### config.mk
export PLATFORM = sky130hd
export DESIGN_NAME = bpd_burst_detector
export DESIGN_NICKNAME = d
export VERILOG_FILES = /design/src/rtl/bpd_pkg.sv /design/src/rtl/bpd_sync_match.sv /design/src/rtl/bpd_frame_timer.sv /design/src/rtl/bpd_burst_detector.sv
export SDC_FILE = /design/constraint.sdc
export NUM_CORES = 1
export LEC_CHECK = 0
export ABC_AREA = 0
export CAP_MARGIN = 20
export CORE_ASPECT_RATIO = 1.5
export CORE_MARGIN = 2
export CORE_UTILIZATION = 49
export DETAILED_ROUTE_END_ITERATION = 8
export PLACE_DENSITY = 0.78
export RECOVER_POWER = 50
export SLEW_MARGIN = 20
export SYNTH_ARGS = -nofsm -noshare
export SYNTH_HDL_FRONTEND = slang
export SYNTH_SLANG_ARGS = --single-unit
### constraint.sdc
create_clock -name clk_i -period 2.65 [get_ports clk_i]
set_clock_uncertainty 0.15 [all_clocks]
set_input_delay 0.3975 -clock clk_i [delete_from_list [all_inputs] [get_ports clk_i]]
set_output_delay 0.3975 -clock clk_i [all_outputs]
set_load 0.02 [all_outputs]
### src/rtl/bpd_pkg.sv
package bpd_pkg;
  localparam int unsigned WORD_W = 24;
  localparam int unsigned PRE_W  = 16;
  localparam logic [PRE_W-1:0] SYNC_A = 16'hF872;
  localparam logic [PRE_W-1:0] SYNC_B = 16'h4E1F;

  typedef enum logic [1:0] {
    SLOT_SYNC_A = 2'd0,
    SLOT_SYNC_B = 2'd1,
    SLOT_INFO   = 2'd2,
    SLOT_LEN    = 2'd3
  } slot_e;
endpackage

### src/rtl/bpd_sync_match.sv
module bpd_sync_match
  import bpd_pkg::*;
(
  input  logic              clk_i,
  input  logic              rst_ni,
  input  logic              valid_i,
  input  logic [PRE_W-1:0]  hi_i,
  output logic              hit_o,
  output logic [PRE_W-1:0]  info_o,
  output logic [PRE_W-1:0]  len_o
);
  slot_e             slot_q, slot_d;
  logic [PRE_W-1:0]  info_q;

  always_comb begin
    slot_d = slot_q;
    if (valid_i) begin
      unique case (slot_q)
        SLOT_SYNC_A: slot_d = (hi_i == SYNC_A) ? SLOT_SYNC_B : SLOT_SYNC_A;
        SLOT_SYNC_B: begin
          if (hi_i == SYNC_B)      slot_d = SLOT_INFO;
          else if (hi_i == SYNC_A) slot_d = SLOT_SYNC_B;
          else                     slot_d = SLOT_SYNC_A;
        end
        SLOT_INFO:   slot_d = SLOT_LEN;
        SLOT_LEN:    slot_d = SLOT_SYNC_A;
        default:     slot_d = SLOT_SYNC_A;
      endcase
    end
  end

  always_ff @(posedge clk_i or negedge rst_ni) begin
    if (!rst_ni) begin
      slot_q <= SLOT_SYNC_A;
      info_q <= '0;
    end else begin
      slot_q <= slot_d;
      if (valid_i && slot_q == SLOT_INFO) info_q <= hi_i;
    end
  end

  assign hit_o  = valid_i && (slot_q == SLOT_LEN);
  assign info_o = info_q;
  assign len_o  = hi_i;
endmodule

### src/rtl/bpd_frame_timer.sv
module bpd_frame_timer #(
  parameter int unsigned TIMEOUT_FRAMES = 4096,
  localparam int unsigned CW = $clog2(TIMEOUT_FRAMES + 1)
) (
  input  logic          clk_i,
  input  logic          rst_ni,
  input  logic          run_i,
  input  logic          tick_i,
  input  logic          restart_i,
  output logic          expire_o,
  output logic [CW-1:0] cnt_o
);
  logic [CW-1:0] cnt_q;

  assign expire_o = run_i && tick_i && !restart_i &&
                    (cnt_q == CW'(TIMEOUT_FRAMES - 1));

  always_ff @(posedge clk_i or negedge rst_ni) begin
    if (!rst_ni)                   cnt_q <= '0;
    else if (restart_i || !run_i)  cnt_q <= '0;
    else if (expire_o)             cnt_q <= '0;
    else if (tick_i)               cnt_q <= cnt_q + 1'b1;
  end

  assign cnt_o = cnt_q;
endmodule

### src/rtl/bpd_burst_detector.sv
module bpd_burst_detector
  import bpd_pkg::*;
#(
  parameter int unsigned TIMEOUT_FRAMES = 4096,
  localparam int unsigned CW = $clog2(TIMEOUT_FRAMES + 1)
) (
  input  logic              clk_i,
  input  logic              rst_ni,
  input  logic              word_valid_i,
  input  logic              left_i,
  input  logic [WORD_W-1:0] word_i,
  input  logic              irq_ack_i,
  output logic              non_pcm_o,
  output logic [PRE_W-1:0]  burst_info_o,
  output logic [PRE_W-1:0]  length_o,
  output logic              irq_o
);
  logic             hit, expire;
  logic [PRE_W-1:0] m_info, m_len;
  logic [CW-1:0]    frame_cnt;
  logic             flag_q, irq_q;
  logic [PRE_W-1:0] info_q, len_q;

  bpd_sync_match u_match (
    .clk_i   (clk_i),
    .rst_ni  (rst_ni),
    .valid_i (word_valid_i),
    .hi_i    (word_i[WORD_W-1 -: PRE_W]),
    .hit_o   (hit),
    .info_o  (m_info),
    .len_o   (m_len)
  );

  bpd_frame_timer #(.TIMEOUT_FRAMES(TIMEOUT_FRAMES)) u_timer (
    .clk_i     (clk_i),
    .rst_ni    (rst_ni),
    .run_i     (flag_q),
    .tick_i    (word_valid_i && left_i),
    .restart_i (hit),
    .expire_o  (expire),
    .cnt_o     (frame_cnt)
  );

  always_ff @(posedge clk_i or negedge rst_ni) begin
    if (!rst_ni) begin
      flag_q <= 1'b0;
      irq_q  <= 1'b0;
      info_q <= '0;
      len_q  <= '0;
    end else begin
      if (hit) begin
        flag_q <= 1'b1;
        info_q <= m_info;
        len_q  <= m_len;
      end else if (expire) begin
        flag_q <= 1'b0;
      end
      // event set outranks acknowledge
      if ((hit && !flag_q) || expire) irq_q <= 1'b1;
      else if (irq_ack_i)             irq_q <= 1'b0;
    end
  end

  assign non_pcm_o    = flag_q;
  assign irq_o        = irq_q;
  assign burst_info_o = info_q;
  assign length_o     = len_q;
endmodule

==> impl_results.md, run 1 <==
- Outcome: finished clean
- GRT Util Overall: 19.2%
- Largest net degree at the start of global routing: 66
- TritonCTS clock tree: done
- FILL cells: 416
- Static Leakage: 1.61 nW
- WL/cell: 15.6 um
- Hold/Removal Path Class: register to register
- Final Hold Fails: 0
- Relative slew slack: 6.17%
- RSZ-0062 raised after global routing: false
- Routability-driven placement congestion ratio: 0.814
- Worst-margin pin slew: 1.41 ns
- Total grt overflow: 0
- TNS Setup: 0 ns
- H-tree depth: 3
- Register area share after synthesis: 59.6%
- Setup Viol. Count Final: 0
- Synth-to-layout area growth: 30.2%
- Critical Path Start: word_valid_i
- Reg2reg end: u_timer.cnt_o[10]
- Period utilisation layout: 86.7%
- Max cap viols: 0
- Commonest non-fill, non-tap cell in the layout: dfrtp_1
- Synth Area per Inst: 13.3 um^2
- Share of cells above drive strength 1: 25.7%
- Worst R2R Path Depth: 6
- Vias in the first global route: 1985
- Drt total wl: 5400 um
- Post-DRT Antenna Nets: 0
- Total power: 0.00187 W
- Initial antenna violation count: 0
- Total area of multi-input combinational cells: 1050 um^2
- Fmax: 435 MHz
- Worst skew pair latency: 0.32 ns
- Row cnt: 33
- Fin nets: 301
- Syn Nets: 236
- Fin crit period: 2.30 ns
- WP data arrival: 2.36 ns
- # diodes: 0
- DRT iter0 DRCs: 95
- Core area: 5410 um^2
- Cell count after synthesis: 206
- Count of cell types in the netlist: 38
- TritonRoute pass-1 iters: 5
- First-pass GRT wire length: 8960 um
- Critical path fanouts, max: 25
- Placed cell area: 3380 um^2
- CP endpoint kind: register
- R2r startpoint: u_timer.cnt_o[0]
- DR vias/cell: 5.47
- Pwr/cell area: 527 nW/um^2
- Most frequent cells in the layout: 65 x dfrtp_1, 52 x clkdlybuf4s50_1, 48 x mux2_2
- Post-route DRC: 0
- Die X-Extent: 65.0 um
- Initial Util: 50.5%
- Startpoint types: input pin
- Critical Path End: u_timer.cnt_o[5]
- Reg clk slew, reported paths: 0.06 ns
- YS warnings: 0
- WP data required: 2.71 ns
- R2R setup slack: 0.53 ns
- Kind of critical path: input pin to register
- CTS max path bufs: 2
- Main synth FF type: dfrtp_1
- Die area: 6200 um^2
- Die H: 95.4 um
- Setup bufs post-CTS: 0
- Mapped cell area: 2730 um^2
- Peak supply drop: 368 uV
- Synth Register Bits: 65
- CTS root buf: clkbuf_8
- Fraction of registers with async set/reset: 100%
- Register area: 1630 um^2
- Num CTS Buffers: 9
- Post-route cell area: 3560 um^2
- Port Buffer Count: 54
- Total number of vias: 1893
- CTS Sinks: 65
- Final HPWL DP: 3810 um
- Final Max Slew Viols: 0
- I/O pin count: 63
- Post-synth EDFFs: 0
[synthesized netlist by cell type (2+ instances only)]
cell type,instances,area (um^2)
a211oi_1,3,22.5
a21oi_1,5,25.0
buf_1,4,15.0
buf_4,2,15.0
dfrtp_1,65,1630
inv_1,3,11.3
mux2_2,48,541
nand2_1,14,52.6
nand2b_1,4,25.0
nand3_1,7,35.0
nand4_1,3,18.8
nand4b_1,2,17.5
nor2_1,6,22.5
nor3_1,3,15.0
nor4_1,2,12.5
o21ai_0,5,25.0
o221ai_1,2,17.5
or3_1,2,12.5
or4_1,2,15.0
xnor2_1,6,52.6
[power breakdown]
| group | switching [W] | internal, W | total, W |
|---|---|---|---|
| logic | 0.0000366 | 0.0000309 | 0.0000675 |
| clock network | 0.000358 | 0.000457 | 0.000815 |
| registers | 0.00000000108 | 0.000992 | 0.000992 |
| total | 0.000395 | 0.00148 | 0.00187 |
[kinds of logic after synthesis]
family	share of synthesized area, %
simple gates	10.9
fa+ha+maj	0.458
xor+xnor	1.92
flops	59.6
compound gates	5.73
buf+inv	1.69
mux	19.8
[layer usage]
layer	GRT usage [%]	wire length (um)	up-vias
met1	21.1	2110	956
met2	33.9	2930	45
li1	-	-	886
met5	0	0	-
met4	8.87	76	0
met3	5.43	283	6
[cell type report]
| type | instances | share of cell area, % |
|---|---|---|
| clock inverters | 5 | 1.55 |
| repair buffers | 61 | 16.4 |
| flip-flops and latches | 65 | 45.7 |
| clock buffers | 11 | 3.97 |
| inverters | 3 | 0.317 |
| multi-input cells | 131 | 29.6 |
| well taps | 70 | 2.46 |
[worst min-delay path by stage]
stage / cells past startpoint / end / slack (ns) / from
floorplan: 0 / asynchronous set/reset pin / -0.05 / rst_ni
global placement: 2 / u_timer.cnt_o[12] / 0.29 / rst_ni
detailed placement: 2 / u_timer.cnt_o[11] / 0.29 / rst_ni
CTS: 2 / irq_o / 0.36 / irq_o
global route: 1 / burst_info_o[14] / 0.37 / u_match.info_o[14]
finish: 2 / irq_o / 0.35 / irq_o
[sequential cells by signal, summed over array words and instances (netlist names), named ones only]
| signal | flops |
|---|---|
| u_match.slot_q | 1 |
| u_timer.cnt_o | 13 |
| length_o | 16 |
| non_pcm_o | 1 |
| irq_o | 1 |
| u_match.info_o | 16 |
| burst_info_o | 16 |
[per-stage QoR]
stage               hold WS (ns)  util [%]  instances  setup WS, ns
floorplan                -0.0481         -        206         0.814
global placement           0.287      62.4        329         0.362
detailed placement         0.292      62.4        329         0.362
CTS                        0.356      66.3        346         0.530
global route               0.365      65.8        346         0.243
finish                     0.352      65.8        346         0.352
[critical path: stages]
cell	delay (ns)
dlygate4sd3_1	0.62
nand3_1	0.27
clkbuf_2	0.48
a211oi_1	0.38
xnor2_1	0.15
nor2_1	0.05
[what timing repair did]
action,CTS,global route
endpoints found under the hold margin,65,0
gates resized for setup,0,0
hold buffers,1,0
No activity file was read; power rests on OpenSTA's default activity.
==> inputs of run 2 (changes only) <==
Settings changed: MAX_ROUTING_LAYER from default to met4, RECOVER_POWER 50 to default.
==> impl_results.md, run 2 (synthesis gave the netlist of run 1 again) <==
- Outcome: finished clean
- Peak supply drop: 370 uV
- TritonRoute pass-1 iters: 4
- Final HPWL DP: 3810 um
- CTS root buf: clkbuf_8
- R2R setup slack: 0.53 ns
- R2r startpoint: u_timer.cnt_o[0]
- Hold/Removal Path Class: register to register
- Layout Utilization: 66.3%
- Grt met3 use: 4.84%
- Port Buffer Count: 54
- Vias in the first global route: 1979
- WL/cell: 15.6 um
- GR peak layer: met2
- Finished Layout Cells: 346
- Die X-Extent: 65.0 um
- Final Hold Fails: 0
- CP endpoint kind: register
- Post-route cell area: 3580 um^2
- Hold path startpoint: irq_o
- Worst-margin pin slew: 0.534 ns
- DRT iter0 DRCs: 129
- Critical path, cell by cell: ha_1 > nand3_1 > or4_1 > o21ai_1 > buf_4 > o21ba_2
- WP data arrival: 2.18 ns
- Fmax: 472 MHz
- Die area: 6200 um^2
- First-pass GRT wire length: 8990 um
- # diodes: 0
- GR Util met1: 21.6%
- Share of cells above drive strength 1: 26.4%
- Placed Cells: 329
- Critical path fanouts, max: 11
- GRT Util Overall: 19.8%
- Pwr/cell area: 524 nW/um^2
- Synth-to-layout area growth: 31.2%
- Initial Util: 50.5%
- Setup bufs post-CTS: 0
- Commonest non-fill, non-tap cell in the layout: dfrtp_1
- CTS max path bufs: 2
- DR vias/cell: 5.44
- I/O pin count: 63
- Setup Viol. Count Final: 0
- Slowest stage cell, crit path: or4_1
- Kind of critical path: register to register
- Post-route DRC: 0
- Largest net degree at the start of global routing: 66
- Drt total wl: 5400 um
- Static Leakage: 1.62 nW
- Met2 Track Usage GR: 33.9%
- Relative slew slack: 64.1%
- Post-DRT Antenna Nets: 0
- Total number of vias: 1883
- Routability-driven placement congestion ratio: 0.826
- Total grt overflow: 0
- Row cnt: 33
- H-tree depth: 3
- Max cap viols: 0
- Startpoint types: register
- WP data required: 2.71 ns
- CTS Sinks: 65
- Core area: 5410 um^2
- Placed cell area: 3380 um^2
- RSZ-0062 raised after global routing: false
- Period utilisation layout: 79.9%
- Initial antenna violation count: 0
- Most frequent cells in the layout: 65 x dfrtp_1, 53 x clkdlybuf4s50_1, 48 x mux2_2
- Final Max Slew Viols: 0
- TritonCTS clock tree: done
- Reg clk slew, reported paths: 0.07 ns
- Worst skew pair latency: 0.32 ns
- Die H: 95.4 um
- Fin crit period: 2.12 ns
- Critical Path Start: u_timer.cnt_o[0]
- Largest stage delay, worst path: 0.57 ns
- TNS Setup: 0 ns
- Num CTS Buffers: 9
- Fin nets: 301
[run 2: cell types whose count changed in the layout (fill, tap and decap cells not counted)]
cell / delta
clkbuf_1: -1
clkdlybuf4s50_1: +1
dlygate4sd3_1: -1
nand3_2: +1
buf_4: +2
buf_12: +1
nand3_1: -1
buf_2: -1
clkbuf_2: -1
[run 2: where the power goes]
part | internal, W | switching, W | total (W)
Clock | 0.000457 | 0.000356 | 0.000813
Sequential | 0.000992 | 0.00000000127 | 0.000992
Combinational | 0.0000339 | 0.0000372 | 0.0000712
Total | 0.00148 | 0.000393 | 0.00188
[run 2: cell type report]
cell class / count / area, um^2
timing repair buffer: 61 / 603
inverter: 3 / 11.3
clock inverter: 5 / 55.1
sequential: 65 / 1630
multi-input combinational: 131 / 1060
fill: 412 / 1830
clock buffer: 11 / 141
tap: 70 / 87.6
[run 2: path summary, 6_finish.rpt]
| path | to | cells past startpoint |
|---|---|---|
| worst max-delay path | u_timer.cnt_o[10] | 6 |
| worst max register to register | u_timer.cnt_o[10] | 6 |
| worst min-delay path | irq_o | 2 |
| max in group asynchronous | u_timer.cnt_o[5] | 3 |
| min in group asynchronous | u_timer.cnt_o[8] | 3 |
| worst min register to register | irq_o | 2 |
[run 2: critical path: cells and delay by family (launching register included)]
| family | cells | cell delay (ns) |
|---|---|---|
| buffers and inverters | 1 | 0.19 |
| adder cells (fa/ha/maj) | 1 | 0.20 |
| flip-flops | 1 | 0.41 |
| AO/OA/AOI/OAI | 2 | 0.32 |
| AND/OR/NAND/NOR | 2 | 0.75 |
[run 2: timing repair]
action / in CTS / in global routing
endpoints found under the hold margin: 65 / 0
hold buffers: 1 / 0
gates resized for setup: 0 / 0
[run 2: stage by stage]
step	worst slack [ns]	hold slack, ns	power, W
finish	0.532	0.352	0.00188
global route	0.411	0.365	0.00195
CTS	0.530	0.356	0.00190
detailed placement	0.362	0.292	0.00108
global placement	0.362	0.287	0.00108
floorplan	0.814	-0.0481	0.00102
[run 2: metal layers]
metal	wire length [um]	up-vias
met5	0	-
met4	54	0
met3	210	4
met2	2980	38
met1	2150	957
li1	-	884
==> inputs of run 3 (changes only) <==
Clock period 2.65 ns to 2.1 ns, I/O delays scaled along.
==> impl_results.md, run 3 (synthesis gave the netlist of run 1 again) <==
- Outcome: finished clean
- Kind of critical path: register to register
- Num CTS Buffers: 9
- Critical path, cell by cell: ha_1 > nand3_1 > or4_1 > o21ai_1 > buf_4 > o21ba_2
- TritonRoute pass-1 iters: 4
- WP data required: 2.17 ns
- Max cap viols: 0
- Worst skew pair latency: 0.33 ns
- FILL cells: 396
- Initial antenna violation count: 0
- Final Max Slew Viols: 0
- Post-route DRC: 0
- Layout Utilization: 68.8%
- Register area: 1630 um^2
- Post-DRT Antenna Nets: 0
- DRT iter0 DRCs: 70
- First-pass GRT wire length: 8990 um
- Fin nets: 316
- CP endpoint kind: register
- R2R setup slack: 0.12 ns
- Share of cells above drive strength 1: 29.6%
- Routability-driven placement congestion ratio: 0.822
- Drt total wl: 5510 um
- Largest net degree at the start of global routing: 32
- Relative slew slack: 60.1%
- Finished Layout Cells: 361
- Port Buffer Count: 54
- CTS max path bufs: 2
- Vias in the first global route: 1927
- WL/cell: 15.3 um
- WP data arrival: 2.05 ns
- I/O pin count: 63
- Die area: 6200 um^2
- Row cnt: 33
- Critical path fanouts, max: 8
- Total number of vias: 1937
- Reg clk slew, reported paths: 0.07 ns
- Placed Cells: 344
- Slowest stage cell, crit path: or4_1
- Period utilisation layout: 94.1%
- Die X-Extent: 65.0 um
- TritonCTS clock tree: done
- Startpoint types: register
- Peak supply drop: 675 uV
- Final Hold Fails: 0
- Setup Viol. Count Final: 0
- Most frequent cells in the layout: 65 x dfrtp_1, 53 x clkdlybuf4s50_1, 48 x mux2_2
- CTS root buf: clkbuf_8
- CTS Sinks: 65
- Total grt overflow: 0
- Commonest non-fill, non-tap cell in the layout: dfrtp_1
- Core area: 5410 um^2
- Final HPWL DP: 4080 um
- Worst-margin pin slew: 0.593 ns
- Initial Util: 50.5%
- RSZ-0062 raised after global routing: false
- Total power: 0.00252 W
- # diodes: 0
- Die H: 95.4 um
- Setup bufs post-CTS: 0
- Hold/Removal Path Class: input pin to asynchronous set/reset pin
- GRT Util Overall: 20.0%
- Fmax: 506 MHz
- Pwr/cell area: 676 nW/um^2
- H-tree depth: 3
- Static Leakage: 1.71 nW
- Fin crit period: 1.98 ns
- Largest stage delay, worst path: 0.52 ns
- DR vias/cell: 5.37
- Synth-to-layout area growth: 36.3%
- Final hold slack: 0.335 ns
- Total area of multi-input combinational cells: 1060 um^2
[run 3: cell count changes in the layout (fill, tap and decap cells not counted)]
| cell | delta |
|---|---|
| clkbuf_8 | +1 |
| clkinv_2 | -2 |
| clkinvlp_4 | -2 |
| buf_4 | +15 |
| bufinv_16 | +1 |
| clkbuf_1 | +2 |
[run 3: path summary, 6_finish.rpt]
path,cells after the start,from,endpoint
setup / recovery,6,u_timer.cnt_o[1],u_timer.cnt_o[10]
hold / removal,2,rst_ni,burst_info_o[2]
setup reg to reg,6,u_timer.cnt_o[1],u_timer.cnt_o[10]
hold reg to reg,1,burst_info_o[11],burst_info_o[11]
max in group asynchronous,3,rst_ni,burst_info_o[10]
min in group clk_i,1,burst_info_o[11],burst_info_o[11]
[run 3: cell type report]
class	instances	area share, %
sequential	65	43.7
multi-input combinational	131	28.4
timing repair buffer	76	19.2
clock buffer	14	4.37
tap	70	2.35
clock inverter	2	1.61
inverter	3	0.303
[run 3: critical path, delay by kind of cell, from the launching register on]
kind / cells / cell delay, ns
buffers and inverters: 1 / 0.18
AND/OR/NAND/NOR: 2 / 0.63
adder cells (fa/ha/maj): 1 / 0.19
AO/OA/AOI/OAI: 2 / 0.34
flip-flops: 1 / 0.39
[run 3: what timing repair did]
| action | in CTS | in global routing |
|---|---|---|
| hold endpoints to repair | 18 | 0 |
| hold buffers | 1 | 0 |
| endpoints found under the setup margin | 0 | 0 |
| resized for setup | 0 | 0 |
[run 3: power by group]
group / switching [W] / internal, W / total, W
registers: 0.00000000160 / 0.00125 / 0.00125
clock network: 0.000433 / 0.000736 / 0.00117
logic: 0.0000474 / 0.0000484 / 0.0000958
[run 3: metal layers]
layer	share of wire [%]	GRT usage (%)	vias to the layer above
li1	-	-	916
met1	39	22.6	974
met2	55	33.6	41
met3	3.8	4.49	6
met4	2.1	9.40	0
met5	0	-	-
[run 3: metrics by stage]
stage / instance area, um^2 / setup TNS, ns / setup slack, ns
2_1_floorplan: 2730 / 0 / 0.264
3_5_place_dp: 3490 / -1.27 / -0.0967
6_report: 3720 / 0 / 0.123
4_1_cts: 3720 / 0 / 0.106
3_3_place_gp: 3490 / -0.681 / -0.0632
5_1_grt: 3720 / 0 / 0.0116
